**config.mk**
```make
export PLATFORM = sky130hd
export DESIGN_NAME = port_bridge
export DESIGN_NICKNAME = d
export VERILOG_FILES = /design/src/rtl/port_bridge_pkg.sv /design/src/rtl/pb_unlock.sv /design/src/rtl/pb_cfg_regs.sv /design/src/rtl/pb_bus_master.sv /design/src/rtl/port_bridge.sv
export SDC_FILE = /design/constraint.sdc
export NUM_CORES = 1
export LEC_CHECK = 0
export BUFFER_PORTS_ARGS = -buffer_cell sky130_fd_sc_hd__clkbuf_2
export CAP_MARGIN = 10
export CORE_UTILIZATION = 47
export CTS_CLUSTER_DIAMETER = 120
export DETAILED_ROUTE_END_ITERATION = 10
export PLACE_DENSITY = 0.68
export SETUP_SLACK_MARGIN = 0.2
export SLEW_MARGIN = 30
export SYNTH_ARGS = -nofsm -noshare
export SYNTH_HDL_FRONTEND = slang
export SYNTH_HIERARCHICAL = 1
export SYNTH_SLANG_ARGS = --single-unit
```
**constraint.sdc**
```tcl
create_clock -name clk_i -period 3.08 [get_ports clk_i]
set_input_delay 0.616 -clock clk_i [delete_from_list [all_inputs] [get_ports clk_i]]
set_output_delay 0.616 -clock clk_i [all_outputs]
set_load 0.01 [all_outputs]
```
**src/rtl/port_bridge_pkg.sv**
```systemverilog
package port_bridge_pkg;
  localparam logic [7:0] PW_BYTE    = 8'hA5;
  localparam logic [7:0] LOCK_BYTE  = 8'hAA;
  localparam logic [7:0] IDX_DEV    = 8'h07;
  localparam logic [7:0] DEV_BRIDGE = 8'h0D;
  localparam logic [7:0] IDX_EN     = 8'h30;
  localparam logic [7:0] IDX_ADDR0  = 8'hF0;
  localparam logic [7:0] IDX_TRIG   = 8'hFE;
  localparam logic [7:0] LEN_WORD   = 8'h02;
  localparam logic [7:0] RD_IDLE    = 8'hFF;
  localparam logic [7:0] RD_TRIG    = 8'h00;
endpackage

```
**src/rtl/pb_unlock.sv**
```systemverilog
module pb_unlock
  import port_bridge_pkg::*;
(
  input  logic       clk_i,
  input  logic       rst_ni,
  input  logic       idx_wr_i,
  input  logic [7:0] wdata_i,
  output logic       unlocked_o
);
  logic armed_q, unlocked_q;

  always_ff @(posedge clk_i or negedge rst_ni) begin
    if (!rst_ni) begin
      armed_q    <= 1'b0;
      unlocked_q <= 1'b0;
    end else if (idx_wr_i) begin
      if (unlocked_q) begin
        if (wdata_i == LOCK_BYTE) unlocked_q <= 1'b0;
        armed_q <= 1'b0;
      end else if (wdata_i == PW_BYTE) begin
        if (armed_q) begin
          unlocked_q <= 1'b1;
          armed_q    <= 1'b0;
        end else begin
          armed_q <= 1'b1;
        end
      end else begin
        armed_q <= 1'b0;
      end
    end
  end

  assign unlocked_o = unlocked_q;
endmodule

```
**src/rtl/pb_cfg_regs.sv**
```systemverilog
module pb_cfg_regs
  import port_bridge_pkg::*;
#(
  parameter int AW = 32,
  parameter int DW = 32
) (
  input  logic          clk_i,
  input  logic          rst_ni,
  input  logic          idx_we_i,
  input  logic          dat_we_i,
  input  logic          dat_re_i,
  input  logic [7:0]    wdata_i,
  input  logic          busy_i,
  input  logic          rsp_valid_i,
  input  logic [DW-1:0] rsp_data_i,
  output logic [7:0]    idx_o,
  output logic [7:0]    rdata_o,
  output logic          trig_rd_o,
  output logic          trig_wr_o,
  output logic [AW-1:0] addr_o,
  output logic [DW-1:0] data_o
);
  localparam int AB = AW / 8;
  localparam int DB = DW / 8;
  localparam logic [7:0] IDX_DATA0 = IDX_ADDR0 + 8'(AB);
  localparam logic [7:0] IDX_LEN   = IDX_DATA0 + 8'(DB);

  logic [7:0]    idx_q, dev_q, len_q;
  logic          en_q;
  logic [AW-1:0] addr_q;
  logic [DW-1:0] data_q;
  logic [AB-1:0] addr_hit;
  logic [DB-1:0] data_hit;
  logic          bridge_sel, trig_ok;

  assign bridge_sel = (dev_q == DEV_BRIDGE);

  for (genvar g = 0; g < AB; g++) begin : g_addr_hit
    assign addr_hit[g] = bridge_sel && (idx_q == IDX_ADDR0 + 8'(g));
  end
  for (genvar g = 0; g < DB; g++) begin : g_data_hit
    assign data_hit[g] = bridge_sel && (idx_q == IDX_DATA0 + 8'(g));
  end

  always_ff @(posedge clk_i or negedge rst_ni) begin
    if (!rst_ni) begin
      idx_q <= '0;
      dev_q <= '0;
      en_q  <= 1'b0;
      len_q <= '0;
    end else begin
      if (idx_we_i) idx_q <= wdata_i;
      if (dat_we_i) begin
        if (idx_q == IDX_DEV) dev_q <= wdata_i;
        else if (bridge_sel && idx_q == IDX_EN) en_q <= wdata_i[0];
        else if (bridge_sel && idx_q == IDX_LEN) len_q <= wdata_i;
      end
    end
  end

  // byte 0 of each window is the most significant
  always_ff @(posedge clk_i or negedge rst_ni) begin
    if (!rst_ni) begin
      addr_q <= '0;
    end else if (dat_we_i) begin
      for (int i = 0; i < AB; i++)
        if (addr_hit[i]) addr_q[AW-1-8*i -: 8] <= wdata_i;
    end
  end

  always_ff @(posedge clk_i or negedge rst_ni) begin
    if (!rst_ni) begin
      data_q <= '0;
    end else if (rsp_valid_i) begin
      data_q <= rsp_data_i;
    end else if (dat_we_i) begin
      for (int i = 0; i < DB; i++)
        if (data_hit[i]) data_q[DW-1-8*i -: 8] <= wdata_i;
    end
  end

  always_comb begin
    rdata_o = RD_IDLE;
    if (idx_q == IDX_DEV) begin
      rdata_o = dev_q;
    end else if (bridge_sel) begin
      if (idx_q == IDX_EN)        rdata_o = {7'b0, en_q};
      else if (idx_q == IDX_LEN)  rdata_o = len_q;
      else if (idx_q == IDX_TRIG) rdata_o = RD_TRIG;
      for (int i = 0; i < AB; i++)
        if (addr_hit[i]) rdata_o = addr_q[AW-1-8*i -: 8];
      for (int i = 0; i < DB; i++)
        if (data_hit[i]) rdata_o = data_q[DW-1-8*i -: 8];
    end
  end

  assign trig_ok   = bridge_sel && en_q && (len_q == LEN_WORD) && !busy_i && (idx_q == IDX_TRIG);
  assign trig_wr_o = dat_we_i && trig_ok;
  assign trig_rd_o = dat_re_i && trig_ok && !dat_we_i;
  assign idx_o     = idx_q;
  assign addr_o    = addr_q;
  assign data_o    = data_q;
endmodule

```
**src/rtl/pb_bus_master.sv**
```systemverilog
module pb_bus_master #(
  parameter int AW = 32,
  parameter int DW = 32
) (
  input  logic          clk_i,
  input  logic          rst_ni,
  input  logic          trig_rd_i,
  input  logic          trig_wr_i,
  input  logic [AW-1:0] addr_i,
  input  logic [DW-1:0] wdata_i,
  input  logic          bus_ready_i,
  input  logic [DW-1:0] bus_rdata_i,
  output logic          bus_req_o,
  output logic          bus_we_o,
  output logic [AW-1:0] bus_addr_o,
  output logic [DW-1:0] bus_wdata_o,
  output logic          busy_o,
  output logic          rsp_valid_o,
  output logic [DW-1:0] rsp_data_o
);
  logic          req_q, we_q;
  logic [AW-1:0] addr_q;
  logic [DW-1:0] wdata_q;

  always_ff @(posedge clk_i or negedge rst_ni) begin
    if (!rst_ni) begin
      req_q   <= 1'b0;
      we_q    <= 1'b0;
      addr_q  <= '0;
      wdata_q <= '0;
    end else if (!req_q && (trig_rd_i || trig_wr_i)) begin
      req_q   <= 1'b1;
      we_q    <= trig_wr_i;
      addr_q  <= addr_i;
      wdata_q <= wdata_i;
    end else if (req_q && bus_ready_i) begin
      req_q <= 1'b0;
    end
  end

  assign bus_req_o   = req_q;
  assign bus_we_o    = we_q;
  assign bus_addr_o  = addr_q;
  assign bus_wdata_o = wdata_q;
  assign busy_o      = req_q;
  assign rsp_valid_o = req_q && bus_ready_i && !we_q;
  assign rsp_data_o  = bus_rdata_i;
endmodule

```
**src/rtl/port_bridge.sv**
```systemverilog
module port_bridge
  import port_bridge_pkg::*;
#(
  parameter int AW = 32,
  parameter int DW = 32
) (
  input  logic          clk_i,
  input  logic          rst_ni,
  input  logic          io_wr_i,
  input  logic          io_rd_i,
  input  logic          io_sel_data_i,
  input  logic [7:0]    io_wdata_i,
  output logic [7:0]    io_rdata_o,
  output logic          bus_req_o,
  output logic          bus_we_o,
  output logic [AW-1:0] bus_addr_o,
  output logic [DW-1:0] bus_wdata_o,
  input  logic          bus_ready_i,
  input  logic [DW-1:0] bus_rdata_i
);
  logic          unlocked, idx_we, dat_we, dat_re;
  logic          trig_rd, trig_wr, busy, rsp_valid;
  logic [7:0]    idx, cfg_rdata;
  logic [AW-1:0] stage_addr;
  logic [DW-1:0] stage_data, rsp_data;

  pb_unlock u_unlock (
    .clk_i      (clk_i),
    .rst_ni     (rst_ni),
    .idx_wr_i   (io_wr_i && !io_sel_data_i),
    .wdata_i    (io_wdata_i),
    .unlocked_o (unlocked)
  );

  assign idx_we = io_wr_i && !io_sel_data_i && unlocked && (io_wdata_i != LOCK_BYTE);
  assign dat_we = io_wr_i && io_sel_data_i && unlocked;
  assign dat_re = io_rd_i && io_sel_data_i && unlocked;

  pb_cfg_regs #(.AW(AW), .DW(DW)) u_regs (
    .clk_i       (clk_i),
    .rst_ni      (rst_ni),
    .idx_we_i    (idx_we),
    .dat_we_i    (dat_we),
    .dat_re_i    (dat_re),
    .wdata_i     (io_wdata_i),
    .busy_i      (busy),
    .rsp_valid_i (rsp_valid),
    .rsp_data_i  (rsp_data),
    .idx_o       (idx),
    .rdata_o     (cfg_rdata),
    .trig_rd_o   (trig_rd),
    .trig_wr_o   (trig_wr),
    .addr_o      (stage_addr),
    .data_o      (stage_data)
  );

  pb_bus_master #(.AW(AW), .DW(DW)) u_bus (
    .clk_i       (clk_i),
    .rst_ni      (rst_ni),
    .trig_rd_i   (trig_rd),
    .trig_wr_i   (trig_wr),
    .addr_i      (stage_addr),
    .wdata_i     (stage_data),
    .bus_ready_i (bus_ready_i),
    .bus_rdata_i (bus_rdata_i),
    .bus_req_o   (bus_req_o),
    .bus_we_o    (bus_we_o),
    .bus_addr_o  (bus_addr_o),
    .bus_wdata_o (bus_wdata_o),
    .busy_o      (busy),
    .rsp_valid_o (rsp_valid),
    .rsp_data_o  (rsp_data)
  );

  always_comb begin
    if (!unlocked)          io_rdata_o = RD_IDLE;
    else if (io_sel_data_i) io_rdata_o = cfg_rdata;
    else                    io_rdata_o = idx;
  end
endmodule

```
After elaboration in Yosys (flattened, before gate mapping)
Cells that the tools add are included.
{"block": "word_totals", "output_inout_bits": 74, "inputBits": 46, "regBits": 157, "elab_cells": 116}
{"block": "op_classes", "muxes": 30, "n_bitwise": 2, "eq_ne": 17, "reduce_logical": 49}
{"operator": "8-bit two-way mux", "count": 19}
{"operator": "8-bit == test, second input constant", "count": 12}
{"operator": "32-bit two-way mux", "count": 2}
{"operator": "1-bit logical AND", "count": 27}
{"operator": "2-bit AND reduction", "count": 9}
{"operator": "2-bit nonzero test", "count": 6}
{"operator": "1-bit two-way mux", "count": 9}
{"operator": "8-bit by 2-bit == test with 1-bit output, second input constant", "count": 1}
{"operator": "8-bit by 3-bit == test with 1-bit output, second input constant", "count": 1}
{"operator": "8-bit by 4-bit == test with 1-bit output, second input constant", "count": 1}
{"operator": "8-bit by 6-bit == test with 1-bit output, second input constant", "count": 1}
{"operator": "8-bit != test, second input constant", "count": 1}
{"operator": "1-bit zero test", "count": 4}
{"operator": "4-bit AND reduction", "count": 1}
{"operator": "3-bit AND reduction", "count": 1}
{"operator": "1-bit inverter", "count": 2}
{"operator": "1-bit logical OR", "count": 1}

Depth between registers and ports, before layout
Gate-level depths: netlist of the first run.
{"block": "logic_depth", "depth_word": 16, "depth_mapped": 10, "mapped_depth_nobuf": 7}

Cells and area by module
Netlist of the first run, hierarchy kept.
{"module": "pb_cfg_regs", "cells_each": 449, "area_each_um2": 4908.5, "seq_area_each_um2": 2227.1, "instances": 1}
{"module": "pb_bus_master", "cells_each": 178, "area_each_um2": 3044.2, "seq_area_each_um2": 1651.6, "instances": 1}
{"module": "port_bridge", "cells_each": 25, "area_each_um2": 185.2, "seq_area_each_um2": 0.0, "instances": 1}
{"module": "pb_unlock", "cells_each": 10, "area_each_um2": 115.1, "seq_area_each_um2": 50.0, "instances": 1}

Worst setup path after synthesis of the first run
No wires, ideal clock.
{"block": "synth_path", "path_kind": "reg-to-output", "from": "reg u_regs.dev_q[5]", "to": "out io_rdata_o[2]", "setup_slack_ps": 297, "required_time_ps": 2464, "arrival_time_ps": 2167, "n_path_buf": 2, "path_stages_with_launch": 10, "cell_sequence": "dfrtp_1 or4_1 buf_6 buf_6 nor4_1 a222oi_1 nand3_1 o211ai_1 mux2i_1 nand2_1"}
{"block": "synth_via", "elab_chain_len": 14, "word_cells_on_any_way": 21, "cone_classes": "1 x eq/ne; 12 x mux; 8 x reduce/logical"}
{"element": "start: declaration", "line": "pb_cfg_regs.sv:28", "text": "logic [7:0] idx_q, dev_q, len_q;"}
{"element": "start signal: assignment", "line": "pb_cfg_regs.sv:54", "text": "if (idx_q == IDX_DEV) dev_q <= wdata_i;"}
{"element": "8-bit by 4-bit == test with 1-bit output (*)", "line": "pb_cfg_regs.sv:36", "text": "assign bridge_sel = (dev_q == DEV_BRIDGE);"}
{"element": "1-bit logical AND", "line": "pb_cfg_regs.sv:39", "text": "assign addr_hit[g] = bridge_sel && (idx_q == IDX_ADDR0 + 8'(g));"}
{"element": "8-bit two-way mux (4 in series)", "line": "pb_cfg_regs.sv:91", "text": "if (addr_hit[i]) rdata_o = addr_q[AW-1-8*i -: 8];"}
{"element": "8-bit two-way mux (4 in series)", "line": "pb_cfg_regs.sv:93", "text": "if (data_hit[i]) rdata_o = data_q[DW-1-8*i -: 8];"}
{"element": "8-bit two-way mux (*)", "line": "pb_cfg_regs.sv:86", "text": "end else if (bridge_sel) begin"}
{"element": "8-bit two-way mux (*)", "line": "pb_cfg_regs.sv:84", "text": "if (idx_q == IDX_DEV) begin"}
{"element": "via cfg_rdata[2]", "line": "port_bridge.sv:23", "text": "logic [7:0] idx, cfg_rdata;"}
{"element": "8-bit two-way mux (*)", "line": "port_bridge.sv:77", "text": "else if (io_sel_data_i) io_rdata_o = cfg_rdata;"}
{"element": "8-bit two-way mux (*)", "line": "port_bridge.sv:76", "text": "if (!unlocked) io_rdata_o = RD_IDLE;"}
{"element": "end: declaration", "line": "port_bridge.sv:13", "text": "output logic [7:0] io_rdata_o,"}
The timed path passes the listed nets; every way through them passes the cells marked *.

Final worst setup path of the first run
{"block": "layout_path", "from": "reg u_regs.idx_q[2], in the netlist u_regs/idx_o[2]", "to": "out io_rdata_o[1]"}
{"block": "layout_via", "elab_chain_len": 16, "word_cells_on_any_way": 35, "cone_classes": "12 x eq/ne; 15 x mux; 8 x reduce/logical"}
{"element": "start: declaration", "line": "pb_cfg_regs.sv:28"}
{"element": "start signal: assignment", "line": "pb_cfg_regs.sv:52", "text": "if (idx_we_i) idx_q <= wdata_i;"}
{"element": "8-bit == test", "line": "pb_cfg_regs.sv:89", "text": "else if (idx_q == IDX_TRIG) rdata_o = RD_TRIG;"}
{"element": "8-bit two-way mux", "line": "pb_cfg_regs.sv:89"}
{"element": "8-bit two-way mux", "line": "pb_cfg_regs.sv:88", "text": "else if (idx_q == IDX_LEN) rdata_o = len_q;"}
{"element": "8-bit two-way mux", "line": "pb_cfg_regs.sv:87", "text": "if (idx_q == IDX_EN) rdata_o = {7'b0, en_q};"}
{"element": "8-bit two-way mux (4 in series)", "line": "pb_cfg_regs.sv:91"}
{"element": "8-bit two-way mux (4 in series)", "line": "pb_cfg_regs.sv:93"}
{"element": "8-bit two-way mux", "line": "pb_cfg_regs.sv:86"}
{"element": "8-bit two-way mux (*)", "line": "pb_cfg_regs.sv:84"}
{"element": "via cfg_rdata[1]", "line": "port_bridge.sv:23"}
{"element": "8-bit two-way mux (*)", "line": "port_bridge.sv:77"}
{"element": "8-bit two-way mux (*)", "line": "port_bridge.sv:76"}
Marks and branches as above.

==> summary.txt, run 1 <==
Timing
  • RSZ-0062 raised after global routing: true
  • Final Hold Vio Count: 0
  • Final period utilization: 111%
  • Setup ws final: -327 ps
  • Count of final setup violators: 8
  • Pins Over Slew Limit: 0
  • Worst-Margin Slew: 709 ps
  • Slew HR: between 50% and 60%
  • F_max: 294 MHz
  • Min cycle time layout: 3410 ps
  • Clk_skew: 8.93 ps

Synthesis
  • Area leader, netlist: dfrtp_1
  • Prevailing post-synth register cell: dfrtp_1
  • Cells after synthesis: about 660
  • Post-synthesis sequential area ratio: 47.6%
  • Top-area cell type share of the netlist area: between 40 and 50%
  • Synth Cell Area: between 8000 and 9000 sq um
  • Post-synth EDFFs: 0
  • Synth cell types: 63
  • Most frequent cells after synthesis: dfrtp_1, mux2_2, mux2_4, nand2_1, mux2i_1
  • Count leader, synth: dfrtp_1
  • Synth Net Count: around 710
  • Synth area leaders: dfrtp_1, mux2_4, mux2_2
  • Synth warn: 6
  • Fraction of registers with async set/reset: 100%
  • Syn Area/Cell: 12.5 sq um
  • Seq cells post-synth: 157

Placed design
  • Placed cell area: 8920 sq um
  • Final GP Congestion: 0.906
  • I/O Buffers: 119
  • Dpl hpwl: around 16000 um
  • Cell total after placement: 966
  • Setup WS pre-CTS: approximately 21 ps

CTS
  • H-tree levels: 4
  • Num CTS Buffers: 17
  • Worst skew pair latency: about 430 ps
  • CTS tree: done
  • CTS root buf: clkbuf_16
  • Worst-case clock buffer depth: 2
  • Hold_buf cts: 0
  • Clk sink count: 157
  • Clk slew on worst S/H paths: 60 ps

Routing
  • Via density: 5.70
  • DR pass1 iterations: 8
  • 1st-iter DRT viols: 456
  • Drt drc: 0
  • Routed vias: 5761
  • DRT Wirelength: 22500 um
  • Antenna-violating nets left: 0
  • Drt wl/cell: 22.3 um

Die
  • I/O pins: 120
  • Die height: about 130 um
  • Initial Utilization: roughly 48%
  • Die span in x: around 130 um
  • Core area: 17200 sq um
  • DIE AREA: 18100 sq um
  • Cell row count: 48

Setup path
  • RR Endpoint: u_bus/bus_wdata_o[21]
  • Slowest stage delay, CP: 530 ps
  • CP Capture Type: output port
  • CP cell instances: buf_4, or4bb_4, nor4_4, buf_6, a32o_1, o22ai_1, o211ai_1, mux2i_1, nand2_1, clkbuf_2
  • Largest delay share family, worst path: simple AND/OR/NAND/NOR gates
  • R2R Path Start: u_regs/dev_q[6]
  • Bufs and invs on worst path: 3
  • CP Class: flip-flop to output port
  • R2R depth: 9
  • Critical path's slowest cell: or4bb_4
  • CP arrival: 2790 ps
  • Worst Path Required: 2460 ps
  • Startpoint Class: flip-flop
  • Reg2reg setup slack: 270 ps
  • Crit Path Max Fanout: 8

Global route
  • First-pass GRT wire length: 34500 um
  • Initial antenna violation count: 1
  • Gr usage total: 25.6%
  • Pin count of the biggest net entering global routing: 76
  • Number of global-route vias before repair: 5858
  • Grt total ovfl: 0

Run status
  • Failing checks: setup timing
  • Status: complete, but fails checks

Pwr
  • Peak VDD IR: roughly 0.37 mV
  • Lkg Pwr: 5.07 nW
  • Tot Pwr: 4.34 mW
  • Power Density: 443 nW/um^2

Finish
  • Fraction of layout cells with a size suffix above 1: 47.4%
  • N_diodes: 0
  • Fin nets: 819
  • Fin cells: 1010
  • Synth-to-Final Area Change: 18.6%
  • Post-route cell area: 9790 sq um
  • Final core utilization: 56.8%

Run
  • Maxcap violations: 0

Min path
  • HP Class: input port to asynchronous set/reset pin
[where the power goes]
part           internal (mW)  switching [mW]
sequential              2.07         0.00688
combinational         0.0637           0.127
clock                   1.22           0.857
total                   3.35           0.990
[worst max-delay path by stage]
stage	startpoint	end	slack (ps)	cells after the start
6_report	u_regs/idx_o[2]	io_rdata_o[1]	-330	10
3_3_place_gp	u_regs/dev_q[5]	io_rdata_o[6]	60	9
5_1_grt	u_regs/idx_o[3]	io_rdata_o[4]	-420	10
2_1_floorplan	u_regs/dev_q[5]	io_rdata_o[2]	300	9
3_5_place_dp	u_regs/dev_q[5]	io_rdata_o[7]	20	9
4_1_cts	u_regs/dev_q[5]	io_rdata_o[4]	-270	10
[layout make-up]
type	count	area, sq um
sequential	157	3930
fill	1451	7450
tap	225	282
clock inverter	12	136
inverter	21	78.8
multi-input combinational	409	3850
clock buffer	19	443
timing repair buffer	167	1070
[flip-flops by register name, summed over array words and instances, names as in the netlist]
| name | cells |
|---|---|
| u_regs/data_o | 32 |
| u_regs/idx_o | 8 |
| u_regs/dev_q | 8 |
| u_bus/bus_addr_o | 32 |
| u_bus/bus_wdata_o | 32 |
| u_unlock/unlocked_o | 1 |
| u_regs/len_q | 8 |
| u_bus/bus_we_o | 1 |
| u_unlock/armed_q | 1 |
| u_regs/en_q | 1 |
| u_bus/bus_req_o | 1 |
| u_regs/addr_o | 32 |
[metal layers]
metal	track usage (%)	routed length, um	share of wire (%)
met1	34.5	10000	44
met2	41.5	10700	48
met3	5.78	1350	6.0
met4	7.43	435	1.9
met5	0	0	0
[repair_timing]
item | in CTS | in global routing
resized for setup | 14 | 28
buffers inserted | 3 | 9
endpoints found under the setup margin | 30 | 37
gates cloned | 0 | 1
hold endpoints to repair | 0 | 0
pin swaps | 6 | 23
[layout by cell type, fill, tap and decap left out, types with 3 or more instances in the layout]
cell type   Yosys  layout
mux2i_1        47      47
o22ai_1         9       8
nand3_1         5       5
inv_1          21      21
inv_6           0       4
clkinvlp_4      0       3
o211ai_1        9       9
nor4_1          7       3
clkbuf_2        0     112
a222oi_1        5       5
nand2b_1        5       4
nor3_1          5       3
nor4bb_1        3       3
nor2_1          4       4
buf_6           3       5
a22o_1          7       7
nor3_4          1       3
buf_12          7       6
clkbuf_16       0      18
o21ai_1         4       4
nor4_4          3       9
buf_4          34      37
mux2_4         60      60
dfrtp_1       157     154
a21oi_1         6       4
nor2b_1         3       3
mux2_2         67      67
dfrtp_2         0       3
a22oi_1         4       4
buf_2           4       6
nand2_1        49      49
o21ai_0        40      39
and4_1          3       3
nor4_2          6       4
nand4b_1        5       5
a2bb2oi_1       5       5
[metrics by stage]
| stage | hold slack, ps | setup TNS [ps] |
|---|---|---|
| finish | 226 | -2320 |
| global route | 277 | -3030 |
| CTS | 252 | -2030 |
| detailed placement | 494 | 0 |
| global placement | 492 | 0 |
| floorplan | 320 | 0 |
[cells by family after synthesis]
| kind of cell | count (synthesis) | synth area share, % |
|---|---|---|
| XOR/XNOR | 1 | 0.106 |
| flip-flops | 157 | 47.6 |
| AO/OA/AOI/OAI | 99 | 7.94 |
| buffers and inverters | 96 | 7.63 |
| multiplexers | 174 | 25.8 |
| AND/OR/NAND/NOR | 135 | 11.0 |
(Power assumes the default switching activity.)
==> run 2, diff against run 1 <==
--- a/config.mk
+++ b/config.mk
@@ -17,3 +17,4 @@
 export SYNTH_HDL_FRONTEND = slang
 export SYNTH_HIERARCHICAL = 1
 export SYNTH_SLANG_ARGS = --single-unit
+export TNS_END_PERCENT = 5
==> summary.txt, run 2 (synthesized netlist as in run 1, its figures left out) <==
Run status
  • Status: complete, but fails checks
  • Failing checks: setup timing

Placed design
  • I/O Buffers: 119 (unchanged)
  • Dpl hpwl: 15700 um (unchanged)
  • Cell total after placement: 966 (unchanged)
  • Final GP Congestion: 0.906 (unchanged)

Timing
  • Count of final setup violators: 8 (unchanged)
  • Clk_skew: 8.79 ps (-0.143 ps)
  • Setup TNS: -2240 ps (+75.8 ps)
  • F_max: 295 MHz (+0.39%)
  • Final period utilization: 110% (-0.42 points)
  • RSZ-0062 raised after global routing: true
  • Hold_ws: 227 ps (+1.18 ps)
  • Slew HR: 52.7% (about the same)
  • Pins Over Slew Limit: 0 (unchanged)
  • Min cycle time layout: 3390 ps (-13.1 ps)
  • Setup ws final: -314 ps (+13.1 ps)
  • Final Hold Vio Count: 0 (unchanged)
  • Worst-Margin Slew: 709 ps (+0.0950 ps)

Global route
  • Gr usage total: 25.6% (about the same)
  • Initial antenna violation count: 1 (unchanged)
  • Grt total ovfl: 0 (unchanged)
  • Pin count of the biggest net entering global routing: 76 (unchanged)
  • First-pass GRT wire length: 34400 um (-0.12%)
  • Number of global-route vias before repair: 5853 (-0.085%)

Pwr
  • Power Density: 447 nW/um^2 (+0.82%)
  • Peak VDD IR: 0.377 mV (+2.7%)
  • Tot Pwr: 4.34 mW (about the same)
  • Lkg Pwr: 5.04 nW (-0.67%)

Routing
  • DR pass1 iterations: 7 (-1)
  • Via density: 5.66 (-0.74%)
  • Antenna-violating nets left: 0 (unchanged)
  • Drt wl/cell: 22.3 um (about the same)
  • Routed vias: 5690 (-1.2%)
  • DRT Wirelength: 22400 um (-0.51%)
  • Drt drc: 0 (unchanged)
  • 1st-iter DRT viols: 430 (-5.7%)

Die
  • Core area: 17200 sq um (unchanged)
  • Die height: 135 um (unchanged)
  • Die span in x: 135 um (unchanged)
  • I/O pins: 120 (unchanged)
  • Initial Utilization: 47.9% (unchanged)
  • Cell row count: 48 (unchanged)
  • DIE AREA: 18100 sq um (unchanged)

CTS
  • Worst-case clock buffer depth: 2 (unchanged)
  • CTS tree: done
  • Num CTS Buffers: 17 (unchanged)
  • CTS root buf: clkbuf_16
  • Worst skew pair latency: 430 ps (about the same)
  • H-tree levels: 4 (unchanged)
  • Clk slew on worst S/H paths: 60 ps (about the same)
  • Clk sink count: 157 (unchanged)

Finish
  • Commonest non-fill, non-tap cell in the layout: dfrtp_1
  • Most frequent cells in the layout: dfrtp_1, clkbuf_2, mux2_2, mux2_4, nand2_1
  • Fin nets: 814 (-0.61%)
  • Fin cells: 1005 (-0.50%)
  • Synth-to-Final Area Change: 17.6%
  • N_diodes: 0 (unchanged)
  • Fraction of layout cells with a size suffix above 1: 46.2% (-1.2 points)

Setup path
  • Crit Path Max Fanout: 5 (-3)
  • Worst Path Required: 2460 ps (about the same)
  • CP Class: flip-flop to output port
  • CP Capture Type: output port
  • Startpoint Class: flip-flop
  • Reg2reg setup slack: 260 ps (about the same)
  • CP arrival: 2780 ps (about the same)
  • R2R depth: 9 (unchanged)

Run
  • Maxcap violations: 0 (unchanged)

Min path
  • HP Class: input port to asynchronous set/reset pin
run 2: per-stage QoR:
stage / cell area, sq um / worst slack (ps) / util, %
6_report: 9710 / -314 / 56.3
5_1_grt: 9710 / -415 / 56.3
4_1_cts: 9580 / -276 / 55.6
3_5_place_dp: 8920 / 21.3 / 51.8
3_3_place_gp: 8920 / 61.8 / 51.8
2_1_floorplan: 8250 / 297 / -
run 2: final cells by class:
cell class	count	area [sq um]
inverters	21	78.8
clock buffers	19	443
flip-flops and latches	157	3930
multi-input cells	409	3810
repair buffers	162	1020
fillers	1466	7530
well taps	225	282
clock inverters	12	136
run 2: critical path: stages (launching register included):
cell	delay, ps
dfrtp_2	450
buf_4	150
buf_4	140
or2_2	310
nor4_4	320
nand2_1	110
o211ai_1	300
o211ai_1	160
mux2i_1	150
nand2_1	90
clkbuf_2	160
run 2: where the power goes:
| part | total [mW] | switching, mW | leakage, nW | internal [mW] |
|---|---|---|---|---|
| sequential | 2.07 | 0.00641 | 2.18 | 2.07 |
| clock | 2.08 | 0.860 | 0.277 | 1.22 |
| combinational | 0.186 | 0.125 | 2.58 | 0.0612 |
| total | 4.34 | 0.991 | 5.04 | 3.35 |
run 2: path summary, 6_finish.rpt:
check,to,from
max in group asynchronous,u_regs/idx_o[6],rst_ni
setup reg to reg,u_bus/bus_wdata_o[21],u_regs/dev_q[6]
hold reg to reg,u_bus/bus_addr_o[25],u_bus/bus_addr_o[25]
hold / removal,u_bus/bus_addr_o[25],rst_ni
setup / recovery,io_rdata_o[7],u_regs/idx_o[2]
min in group clk_i,u_bus/bus_req_o,bus_ready_i
run 2: metal layers:
layer / GRT usage, % / vias to the layer above / wire length (um)
li1: - / 2586 / -
met1: 34.5 / 2883 / 10200
met2: 41.4 / 195 / 10600
met3: 5.78 / 26 / 1140
met4: 7.43 / 0 / 410
met5: 0 / - / 0
run 2: timing repair:
action | in CTS | in global routing
setup endpoints to repair | 30 | 37
setup buffers | 1 | 6
gates cloned | 0 | 1
hold buffers | 0 | 0
resized for setup | 12 | 19
pin swaps | 10 | 18
